### src/rtl/rxs_pkg.sv
package rxs_pkg;
  localparam int FLAG_W  = 4;
  localparam int FLG_RDY = 0;
  localparam int FLG_OVR = 1;
  localparam int FLG_FER = 2;
  localparam int FLG_PER = 3;

  typedef enum logic [2:0] {
    ST_IDLE, ST_START, ST_DATA, ST_PAR, ST_STOP1, ST_STOP2
  } rx_state_e;

  typedef struct packed {
    logic chr7;
    logic par_en;
    logic par_odd;
    logic stop2;
    logic msb_first;
  } rx_fmt_t;
endpackage

### src/rtl/rxs_sync.sv
module rxs_sync #(
  parameter int STAGES = 2
) (
  input  logic clk_i,
  input  logic rst_ni,
  input  logic d_i,
  output logic q_o
);
  logic [STAGES-1:0] sr_q;

  always_ff @(posedge clk_i or negedge rst_ni) begin
    if (!rst_ni) sr_q <= '1;
    else         sr_q <= {sr_q[STAGES-2:0], d_i};
  end

  assign q_o = sr_q[STAGES-1];
endmodule

### src/rtl/rxs_framer.sv
module rxs_framer
  import rxs_pkg::*;
#(
  parameter int OSR    = 16,
  parameter int DATA_W = 8
) (
  input  logic              clk_i,
  input  logic              rst_ni,
  input  logic              tick_i,
  input  logic              rx_i,
  input  logic              en_i,
  input  rx_fmt_t           fmt_i,
  output logic              done_o,
  output logic [DATA_W-1:0] data_o,
  output logic              stop_bad_o,
  output logic              par_bad_o
);
  localparam int CNT_W = $clog2(OSR);
  localparam int MID   = OSR / 2;
  localparam int IDX_W = $clog2(DATA_W + 1);
  localparam logic [CNT_W-1:0] CNT_MID  = CNT_W'(MID - 1);
  localparam logic [CNT_W-1:0] CNT_LAST = CNT_W'(OSR - 1);

  rx_state_e         state_q;
  logic [CNT_W-1:0]  cnt_q;
  logic [IDX_W-1:0]  idx_q;
  logic [DATA_W-1:0] shift_q;
  logic              par_q;
  logic              stop_bad_q;
  logic              prev_q;
  logic              done_q;

  logic [IDX_W-1:0]  last_idx;
  logic              msb_mode;
  logic              bit_end;

  assign last_idx = fmt_i.chr7 ? IDX_W'(DATA_W - 2) : IDX_W'(DATA_W - 1);
  assign msb_mode = fmt_i.msb_first && !fmt_i.chr7;
  assign bit_end  = (cnt_q == CNT_LAST);

  always_ff @(posedge clk_i or negedge rst_ni) begin
    if (!rst_ni) begin
      state_q    <= ST_IDLE;
      cnt_q      <= '0;
      idx_q      <= '0;
      shift_q    <= '0;
      par_q      <= 1'b0;
      stop_bad_q <= 1'b0;
      prev_q     <= 1'b1;
      done_q     <= 1'b0;
    end else begin
      done_q <= 1'b0;
      if (tick_i) prev_q <= rx_i;
      if (!en_i) begin
        state_q <= ST_IDLE;
        cnt_q   <= '0;
      end else if (tick_i) begin
        case (state_q)
          ST_IDLE: begin
            cnt_q <= '0;
            if (prev_q && !rx_i) state_q <= ST_START;
          end
          ST_START: begin
            if (cnt_q == CNT_MID) begin
              cnt_q <= '0;
              if (rx_i) begin
                state_q <= ST_IDLE;
              end else begin
                state_q <= ST_DATA;
                idx_q   <= '0;
                par_q   <= 1'b0;
                shift_q <= '0;
              end
            end else begin
              cnt_q <= cnt_q + 1'b1;
            end
          end
          ST_DATA: begin
            if (bit_end) begin
              cnt_q <= '0;
              par_q <= par_q ^ rx_i;
              if (msb_mode) shift_q <= {shift_q[DATA_W-2:0], rx_i};
              else          shift_q <= {rx_i, shift_q[DATA_W-1:1]};
              if (idx_q == last_idx) state_q <= fmt_i.par_en ? ST_PAR : ST_STOP1;
              else                   idx_q   <= idx_q + 1'b1;
            end else begin
              cnt_q <= cnt_q + 1'b1;
            end
          end
          ST_PAR: begin
            if (bit_end) begin
              cnt_q   <= '0;
              par_q   <= par_q ^ rx_i;
              state_q <= ST_STOP1;
            end else begin
              cnt_q <= cnt_q + 1'b1;
            end
          end
          ST_STOP1: begin
            if (bit_end) begin
              cnt_q      <= '0;
              stop_bad_q <= !rx_i;
              if (fmt_i.stop2) begin
                state_q <= ST_STOP2;
              end else begin
                state_q <= ST_IDLE;
                done_q  <= 1'b1;
              end
            end else begin
              cnt_q <= cnt_q + 1'b1;
            end
          end
          ST_STOP2: begin
            if (bit_end) begin
              cnt_q   <= '0;
              state_q <= ST_IDLE;
              done_q  <= 1'b1;
            end else begin
              cnt_q <= cnt_q + 1'b1;
            end
          end
          default: state_q <= ST_IDLE;
        endcase
      end
    end
  end

  // 7-bit characters sit one place high after LSB-first shifting
  assign data_o     = fmt_i.chr7 ? {1'b0, shift_q[DATA_W-1:1]} : shift_q;
  assign stop_bad_o = stop_bad_q;
  assign par_bad_o  = fmt_i.par_en && (par_q != fmt_i.par_odd);
  assign done_o     = done_q;


  dis_idle_chk: assert property (@(posedge clk_i) disable iff (!rst_ni)
    !en_i |=> state_q == ST_IDLE);


  start_rej_chk: assert property (@(posedge clk_i) disable iff (!rst_ni)
    (state_q == ST_START && tick_i && cnt_q == CNT_MID && rx_i) |=> state_q == ST_IDLE);


  done_pulse_chk: assert property (@(posedge clk_i) disable iff (!rst_ni)
    done_q |=> !done_q);
endmodule

### src/rtl/rxs_flags.sv
module rxs_flags
  import rxs_pkg::*;
#(
  parameter int DATA_W = 8
) (
  input  logic              clk_i,
  input  logic              rst_ni,
  input  logic              done_i,
  input  logic [DATA_W-1:0] frame_data_i,
  input  logic              stop_bad_i,
  input  logic              par_bad_i,
  input  logic              clr_we_i,
  input  logic [FLAG_W-1:0] clr_wdata_i,
  output logic [DATA_W-1:0] data_o,
  output logic [FLAG_W-1:0] flags_o
);
  logic [DATA_W-1:0] data_q;
  logic rdy_q, ovr_q, fer_q, per_q;
  logic blocked;

  assign blocked = ovr_q || fer_q;

  always_ff @(posedge clk_i or negedge rst_ni) begin
    if (!rst_ni) begin
      data_q <= '0;
      rdy_q  <= 1'b0;
      ovr_q  <= 1'b0;
      fer_q  <= 1'b0;
      per_q  <= 1'b0;
    end else begin
      if (clr_we_i) begin
        rdy_q <= rdy_q & clr_wdata_i[FLG_RDY];
        ovr_q <= ovr_q & clr_wdata_i[FLG_OVR];
        fer_q <= fer_q & clr_wdata_i[FLG_FER];
        per_q <= per_q & clr_wdata_i[FLG_PER];
      end
      // hardware set wins over a same-cycle clear
      if (done_i) begin
        if (rdy_q) begin
          ovr_q <= 1'b1;
        end else if (!blocked) begin
          data_q <= frame_data_i;
          if (stop_bad_i) fer_q <= 1'b1;
          else            rdy_q <= 1'b1;
          if (par_bad_i)  per_q <= 1'b1;
        end
      end
    end
  end

  assign data_o = data_q;
  always_comb begin
    flags_o          = '0;
    flags_o[FLG_RDY] = rdy_q;
    flags_o[FLG_OVR] = ovr_q;
    flags_o[FLG_FER] = fer_q;
    flags_o[FLG_PER] = per_q;
  end


  rdy_src_chk: assert property (@(posedge clk_i) disable iff (!rst_ni)
    !done_i |=> !$rose(rdy_q));


  err_src_chk: assert property (@(posedge clk_i) disable iff (!rst_ni)
    !done_i |=> !($rose(ovr_q) || $rose(fer_q) || $rose(per_q)));


  ovr_keep_chk: assert property (@(posedge clk_i) disable iff (!rst_ni)
    (done_i && rdy_q) |=> ovr_q && $stable(data_q));


  blocked_chk: assert property (@(posedge clk_i) disable iff (!rst_ni)
    (done_i && !rdy_q && blocked) |=> $stable(data_q) && !$rose(rdy_q));
endmodule

### src/rtl/uart_rx_status.sv
module uart_rx_status
  import rxs_pkg::*;
#(
  parameter int OSR         = 16,
  parameter int DATA_W      = 8,
  parameter int SYNC_STAGES = 2
) (
  input  logic              clk_i,
  input  logic              rst_ni,
  input  logic              os_tick_i,
  input  logic              rx_i,
  input  logic              rx_en_i,
  input  logic              chr7_i,
  input  logic              par_en_i,
  input  logic              par_odd_i,
  input  logic              stop2_i,
  input  logic              msb_first_i,
  input  logic              irq_en_i,
  input  logic              clr_we_i,
  input  logic [3:0]        clr_wdata_i,
  output logic [DATA_W-1:0] data_o,
  output logic              rdy_o,
  output logic              ovr_o,
  output logic              fer_o,
  output logic              per_o,
  output logic              rx_irq_o,
  output logic              err_irq_o
);
  logic              rx_s;
  rx_fmt_t           fmt;
  logic              done;
  logic [DATA_W-1:0] frame_data;
  logic              stop_bad, par_bad;
  logic [FLAG_W-1:0] flags;

  assign fmt = '{chr7: chr7_i, par_en: par_en_i, par_odd: par_odd_i,
                 stop2: stop2_i, msb_first: msb_first_i};

  rxs_sync #(.STAGES(SYNC_STAGES)) u_sync (
    .clk_i (clk_i),
    .rst_ni(rst_ni),
    .d_i   (rx_i),
    .q_o   (rx_s)
  );

  rxs_framer #(.OSR(OSR), .DATA_W(DATA_W)) u_framer (
    .clk_i     (clk_i),
    .rst_ni    (rst_ni),
    .tick_i    (os_tick_i),
    .rx_i      (rx_s),
    .en_i      (rx_en_i),
    .fmt_i     (fmt),
    .done_o    (done),
    .data_o    (frame_data),
    .stop_bad_o(stop_bad),
    .par_bad_o (par_bad)
  );

  rxs_flags #(.DATA_W(DATA_W)) u_flags (
    .clk_i       (clk_i),
    .rst_ni      (rst_ni),
    .done_i      (done),
    .frame_data_i(frame_data),
    .stop_bad_i  (stop_bad),
    .par_bad_i   (par_bad),
    .clr_we_i    (clr_we_i),
    .clr_wdata_i (clr_wdata_i),
    .data_o      (data_o),
    .flags_o     (flags)
  );

  assign rdy_o     = flags[FLG_RDY];
  assign ovr_o     = flags[FLG_OVR];
  assign fer_o     = flags[FLG_FER];
  assign per_o     = flags[FLG_PER];
  assign rx_irq_o  = irq_en_i && flags[FLG_RDY];
  assign err_irq_o = irq_en_i && (flags[FLG_OVR] || flags[FLG_FER] || flags[FLG_PER]);
endmodule

### config.mk
export PLATFORM = sky130hd
export DESIGN_NAME = uart_rx_status
export DESIGN_NICKNAME = d
export VERILOG_FILES = /design/src/rtl/rxs_pkg.sv /design/src/rtl/rxs_sync.sv /design/src/rtl/rxs_framer.sv /design/src/rtl/rxs_flags.sv /design/src/rtl/uart_rx_status.sv
export SDC_FILE = /design/constraint.sdc
export NUM_CORES = 1
export LEC_CHECK = 0
export ABC_AREA = 1
export BUFFER_PORTS_ARGS = -buffer_cell sky130_fd_sc_hd__buf_2
export CORE_MARGIN = 2
export CORE_UTILIZATION = 40
export DETAILED_ROUTE_END_ITERATION = 16
export HOLD_SLACK_MARGIN = 0.15
export SLEW_MARGIN = 20
export SYNTH_ARGS = -nofsm -noshare
export SYNTH_HDL_FRONTEND = slang
export SYNTH_SLANG_ARGS = --single-unit
export TNS_END_PERCENT = 10
### constraint.sdc
create_clock -name clk_i -period 1.32 [get_ports clk_i]
set_input_delay 0.132 -clock clk_i [delete_from_list [all_inputs] [get_ports clk_i]]
set_output_delay 0.132 -clock clk_i [all_outputs]
set_load 0.01 [all_outputs]
# Word level (Yosys, flattened, before mapping)
# Cells that the tools add are included.
# op_classes
n_addsub	2
n_eq_ne	23
muxes	58
n_bitwise	7
reduce_logical	21
# op_table
operator	count
$mux 8	5
$mux 3	11
$mux 4	8
$mux 1	27
$ne 3x2->1 const B	7
$pmux 3 s6	1
$pmux 8 s2	1
$pmux 4 s3	1
$reduce_and 6->1	2
$add 4x1->4 const B	2
$pmux 4 s2	1
$reduce_and 8->1	1
$reduce_and 7->1	1
$eq 3x2->1 const B	2
$eq 3x3->1 const B	2
$ne 2x1->1 const B	3
$ne 2x2->1 const B	3
$logic_and 1x1->1	5
$and 1x1->1	4
$eq 4x3->1 const B	1
$eq 4x4->1	1
$eq 4x4->1 const B	1
$ne 4x2->1 const B	1
$pmux 1 s2	2
other kinds (14)	18
# word_totals
register_bits	37
inputBits	16
output_inout_bits	14

# Depth between registers and ports, before layout
# logic_depth
depth_word	7
depth_mapped	11
mapped_depth_nobuf	10

# Modules after synthesis
# Synthesis repeated with hierarchy kept, for this count alone.
# hier_totals
hier_cells	282
hier_area_um2	2159.6
# by_module_without_submodules
module	instances	cells_each	area_per_inst_um2
rxs_framer	1	215	1554.0
rxs_flags	1	59	525.5
rxs_sync	1	2	52.6
uart_rx_status	1	6	27.5

# Worst setup path before layout
# OpenSTA, ideal clock, no wires.
# synth_timing
kind	register to register
from	register u_framer.state_q[2]
to	register u_framer.cnt_q[2]
setup_ps	120
arrival_ps	1341
t_required_ps	1200
setup_slack_ps	-140
path_stages_with_launch	9
n_path_buf	0
path_cell_list	dfrtp_1 -> inv_2 -> ha_1 -> inv_1 -> nand3b_1 -> nand2_1 -> nor2_1 -> o21ai_0 -> inv_1
# synth_between
elab_chain_len	5
elab_cells_between_ends	12
cone_classes	6 x eq/ne; 3 x mux; 3 x reduce/logical
# synth_lines
element	line_no	source
start, declared	rxs_framer.sv:24	rx_state_e state_q;
start signal, assigned	rxs_framer.sv:84	if (idx_q == last_idx) state_q <= fmt_i.par_en ? ST_PAR : ST_STOP1;
$eq 3x2->1 / $eq 3x3->1 (equally long branches)	rxs_framer.sv:58	case (state_q)
$reduce_or 4->1 (no source line)	--	
$pmux 4 s3	rxs_framer.sv:58	
$mux 4	rxs_framer.sv:57	end else if (tick_i) begin
$mux 4	rxs_framer.sv:54	if (!en_i) begin
end signal, assigned	rxs_framer.sv:75	cnt_q <= cnt_q + 1'b1;
end signal, assigned	rxs_framer.sv:87	cnt_q <= cnt_q + 1'b1;
end signal, assigned	rxs_framer.sv:96	cnt_q <= cnt_q + 1'b1;
end, declared	rxs_framer.sv:25	logic [CNT_W-1:0] cnt_q;
# Several ways; a longest one is shown, not always the timed one. The select of a mux whose other input is x is not followed.
# A chain may end at the register's enable or synchronous reset.

# Worst setup path after layout
# layout_timing
from	register u_framer.cnt_q[0]
to	register u_framer.done_q, in the netlist u_framer.done_o
# layout_between
elab_chain_len	5
elab_cells_between_ends	6
cone_classes	1 x eq/ne; 5 x mux
# layout_lines
element	line_no	source
$eq 4x4->1 (*)	rxs_framer.sv:39	assign bit_end = (cnt_q == CNT_LAST);
$mux 1, on equally long branches	rxs_framer.sv:114, rxs_framer.sv:100	
$pmux 1 s2 (*)	rxs_framer.sv:58	
$mux 1 (*)	rxs_framer.sv:57	
$mux 1 (*)	rxs_framer.sv:54	
end signal, assigned	rxs_framer.sv:50	done_q <= 1'b0;
end signal, assigned	rxs_framer.sv:52	done_q <= 1'b0;
end signal, assigned	rxs_framer.sv:117	done_q <= 1'b1;
end, declared	rxs_framer.sv:31	logic done_q;
# Every way passes the cells marked *; elsewhere a longest branch is shown, timed or not.

==> metrics.md <==
| Metric | Value |
|---|---|
| Reg clk slew, reported paths | `80 ps` |
| Crit path max fanout | `8` |
| Total track usage | `0.1705` |
| Crit end category | `flip-flop` |
| Skew-Pair Late Insertion Delay | `280 ps` |
| Number of global-route vias before repair | `1830` |
| Via density | `4.820` |
| Post-Layout Inst Area | `2836 sq um` |
| Sequential power share | `0.393` |
| Via count | `about 1900` |
| Routability cong. | `between 0.8 and 0.9` |
| CTS tree | `built` |
| DP Worst Slack | `-128.5 ps` |
| Final Cycle Share | `1.050` |
| Finish-stage setup viols | `18` |
| Outcome | `complete, but fails checks` |
| Final Net Count | `roughly 350` |
| Failing checks | `negative setup slack` |
| Fin. Hold Viols | `0` |
| Synth Area per Inst | `8.077 sq um` |
| Cell area after synthesis | `2092 sq um` |
| Final Max Slew Viols | `0` |
| Cell Rows | `26` |
| Total power | `3.544 mW` |
| Crit path required time | `1550 ps` |
| RSZ-0062 raised after global routing | `true` |
| Leakage | `1.339 nW` |
| Die W | `76.32 um` |
| Yosys Warn Count | `0` |
| Max Cap Viol | `0` |
| Cell count after placement | `378` |
| Largest net degree at the start of global routing | `18` |
| Layout area overhead | `35.59%` |
| Sequential fraction of the synthesis area | `0.4444` |
| Std-Cell Core Area | `~5000 sq um` |
| Mapped Cells | `259` |
| First-pass GRT wire length | `between 8000 and 9000 um` |
| Clk buf depth | `2` |
| WL final | `4637 um` |
| GRT overflow | `0` |
| Syn Nets | `280` |
| WHS | `179.8 ps` |
| DRC viols | `0` |
| WP data arrival | `1620 ps` |
| NetSw | `1.298 mW` |
| Fin Clk Skew | `5.836 ps` |
| Crit path time final | `approximately 1400 ps` |
| Worst Slack Setup Final | `-66.47 ps` |
| Share of cells above drive strength 1 | `0.3505` |
| Number of routed nets with antenna violations | `0` |
| WL per Instance | `around 12 um` |
| Pint | `around 2.2 mW` |
| Clock sinks | `37` |
| Pwr per Cell Area | `1249 nW/um^2` |
| Kind of start point of the critical path | `flip-flop` |
| Port bufs | `29` |
| H-tree Lvls | `2` |
| TritonCTS Buffers | `5` |
| Peak Freq | `721.3 MHz` |
| Setup TNS | `-553.5 ps` |
| Post-synthesis cell type count | `33` |
| Area of the die | `roughly 5800 sq um` |
| Comb power frac | `0.373` |
| Core Util, Final | `0.5589` |
| Layout Cells excl Fill | `401` |
| Least-Margin Pin Slew | `403.3 ps` |
| Dpl hpwl | `3436 um` |
| Io pins | `30` |
| Initial DRC Count | `84` |
| VDD IR max | `671.5 uV` |
| Die Ht | `76.32 um` |
| Worst rel slew slack | `0.7312` |
| DP Area | `2539 sq um` |
| Worst min-delay path class | `in -> reg` |
| Ant. Diodes | `0` |
| Sw Share | `0.3663` |
| Initial antenna violation count | `0` |
| Clk network pwr share | `0.234` |
| Crit Path Class | `reg -> reg` |
| Initial Utilization | `0.4122` |
| Synth Register Bits | `37` |
| Root Buffer | `clkbuf_8` |
| First-pass iteration count of the detailed router | `4` |
==> cells by family (layout without fill, tap and decap cells) <==
family / after synthesis / count (layout) / share of synthesized area
XOR/XNOR: 4 / 4 / 0.01675
AND/OR/NAND/NOR: 123 / 123 / 0.2650
flip-flops: 37 / 37 / 0.4444
AO/OA/AOI/OAI: 61 / 61 / 0.1794
buffers and inverters: 29 / 101 / 0.06459
adder cells (fa/ha/maj): 5 / 5 / 0.02990
==> power groups by stage <==
stage | sequential, mW | clock (mW) | combinational [mW]
after floorplan | 1.36 | 0 | 0.853
after global placement | 1.40 | 0 | 1.18
after detailed placement | 1.40 | 0 | 1.18
after CTS | 1.39 | 0.867 | 1.25
after global routing | 1.41 | 0.935 | 1.48
final | 1.39 | 0.829 | 1.32
==> synthesized netlist by cell type <==
library cell / n / area share
a2111oi_0: 1 / 0.0042
a21oi_1: 6 / 0.014
a31oi_1: 7 / 0.021
buf_2: 4 / 0.0096
buf_6: 1 / 0.0054
buf_8: 1 / 0.0072
dfrtp_1: 34 / 0.41
dfstp_2: 3 / 0.038
ha_1: 5 / 0.030
inv_1: 17 / 0.031
inv_2: 5 / 0.0090
inv_4: 1 / 0.0030
nand2_1: 73 / 0.13
nand2_2: 3 / 0.0090
nand2_4: 1 / 0.0054
nand2_8: 1 / 0.0096
nand3_1: 16 / 0.038
nand3_2: 1 / 0.0048
nand3b_1: 1 / 0.0036
nand4_1: 4 / 0.012
nor2_1: 18 / 0.032
nor2_2: 1 / 0.0030
nor2_4: 2 / 0.011
nor3_1: 1 / 0.0024
o21ai_0: 22 / 0.053
o21ai_1: 6 / 0.014
o21ai_2: 8 / 0.033
o21bai_1: 9 / 0.032
o22ai_1: 1 / 0.0030
o31a_1: 1 / 0.0042
or2_2: 1 / 0.0030
xnor2_1: 1 / 0.0042
xor2_1: 3 / 0.013
==> state kept, by name, indices dropped and copies added, names as in the netlist <==
register,flops
u_flags.fer_q,1
u_framer.done_o,1
u_flags.ovr_q,1
u_flags.per_q,1
u_framer.idx_q,4
u_framer.state_q,3
u_flags.data_o,8
u_sync.sr_q,2
u_framer.shift_q,8
u_flags.rdy_q,1
u_framer.par_q,1
u_framer.stop_bad_o,1
u_framer.cnt_q,4
u_framer.prev_q,1
==> cells in the final DEF, fill, tap and decap left out, types with 2 or more instances in the layout <==
master | synthesis | final
nand3_2 | 1 | 6
ha_4 | 0 | 2
o21ai_0 | 22 | 20
nor2_4 | 2 | 4
o21ai_2 | 8 | 7
nand2_2 | 3 | 6
dfrtp_2 | 0 | 3
nand2_1 | 73 | 70
dfrtp_1 | 34 | 31
inv_2 | 5 | 6
nor2_1 | 18 | 16
dfstp_2 | 3 | 3
xor2_1 | 3 | 3
a31oi_1 | 7 | 7
nand4_1 | 4 | 4
nand3_1 | 16 | 10
buf_2 | 4 | 29
o21bai_1 | 9 | 9
dlygate4sd3_1 | 0 | 10
ha_1 | 5 | 3
clkbuf_8 | 0 | 6
buf_4 | 0 | 29
inv_1 | 17 | 14
inv_4 | 1 | 3
o21ai_1 | 6 | 8
a21oi_1 | 6 | 6
==> path summary, 6_finish.rpt <==
check	startpoint	end	slack [ps]	cells past startpoint
hold / removal	stop2_i	u_framer.done_o	180	3
hold reg to reg	u_sync.sr_q[0]	u_sync.sr_q[1]	360	0
setup / recovery	u_framer.cnt_q[0]	u_framer.done_o	-70	5
setup reg to reg	u_framer.cnt_q[0]	u_framer.done_o	-70	5
max in group asynchronous	rst_ni	u_flags.data_o[7]	520	3
min in group asynchronous	rst_ni	u_framer.cnt_q[1]	300	2
==> critical path, cell delays in order, from the launching register on <==
cell and delay, ps:
dfrtp_1 400, ha_4 180, nand3_4 140, buf_4 180, a2111oi_2 270, buf_4 160
==> area by class of cell <==
type | count | area, sq um
clock buffer | 6 | 82.58
clock inverter | 2 | 13.76
fill | 483 | 2238
inverter | 23 | 93.84
multi-input combinational | 193 | 1131
sequential | 37 | 933.4
tap | 70 | 87.58
timing repair buffer | 70 | 494.2
==> timing repair <==
action,4_1_cts,5_1_grt
buffers inserted,3,2
hold buffers,10,0
setup endpoints to repair,22,22
hold endpoints to repair,22,0
gates resized for setup,7,13
pin swaps,7,2
==> per-layer routing <==
metal,wire (um),global-route usage,vias to the layer above,share of wire
met1,2234,0.2343,887,0.48
met4,31,0.04909,0,0.0067
met5,0,0,-,0
met2,2184,0.2726,41,0.47
li1,-,-,1003,-
met3,186,0.03555,2,0.040
No activity file was read; power rests on OpenSTA's default activity.
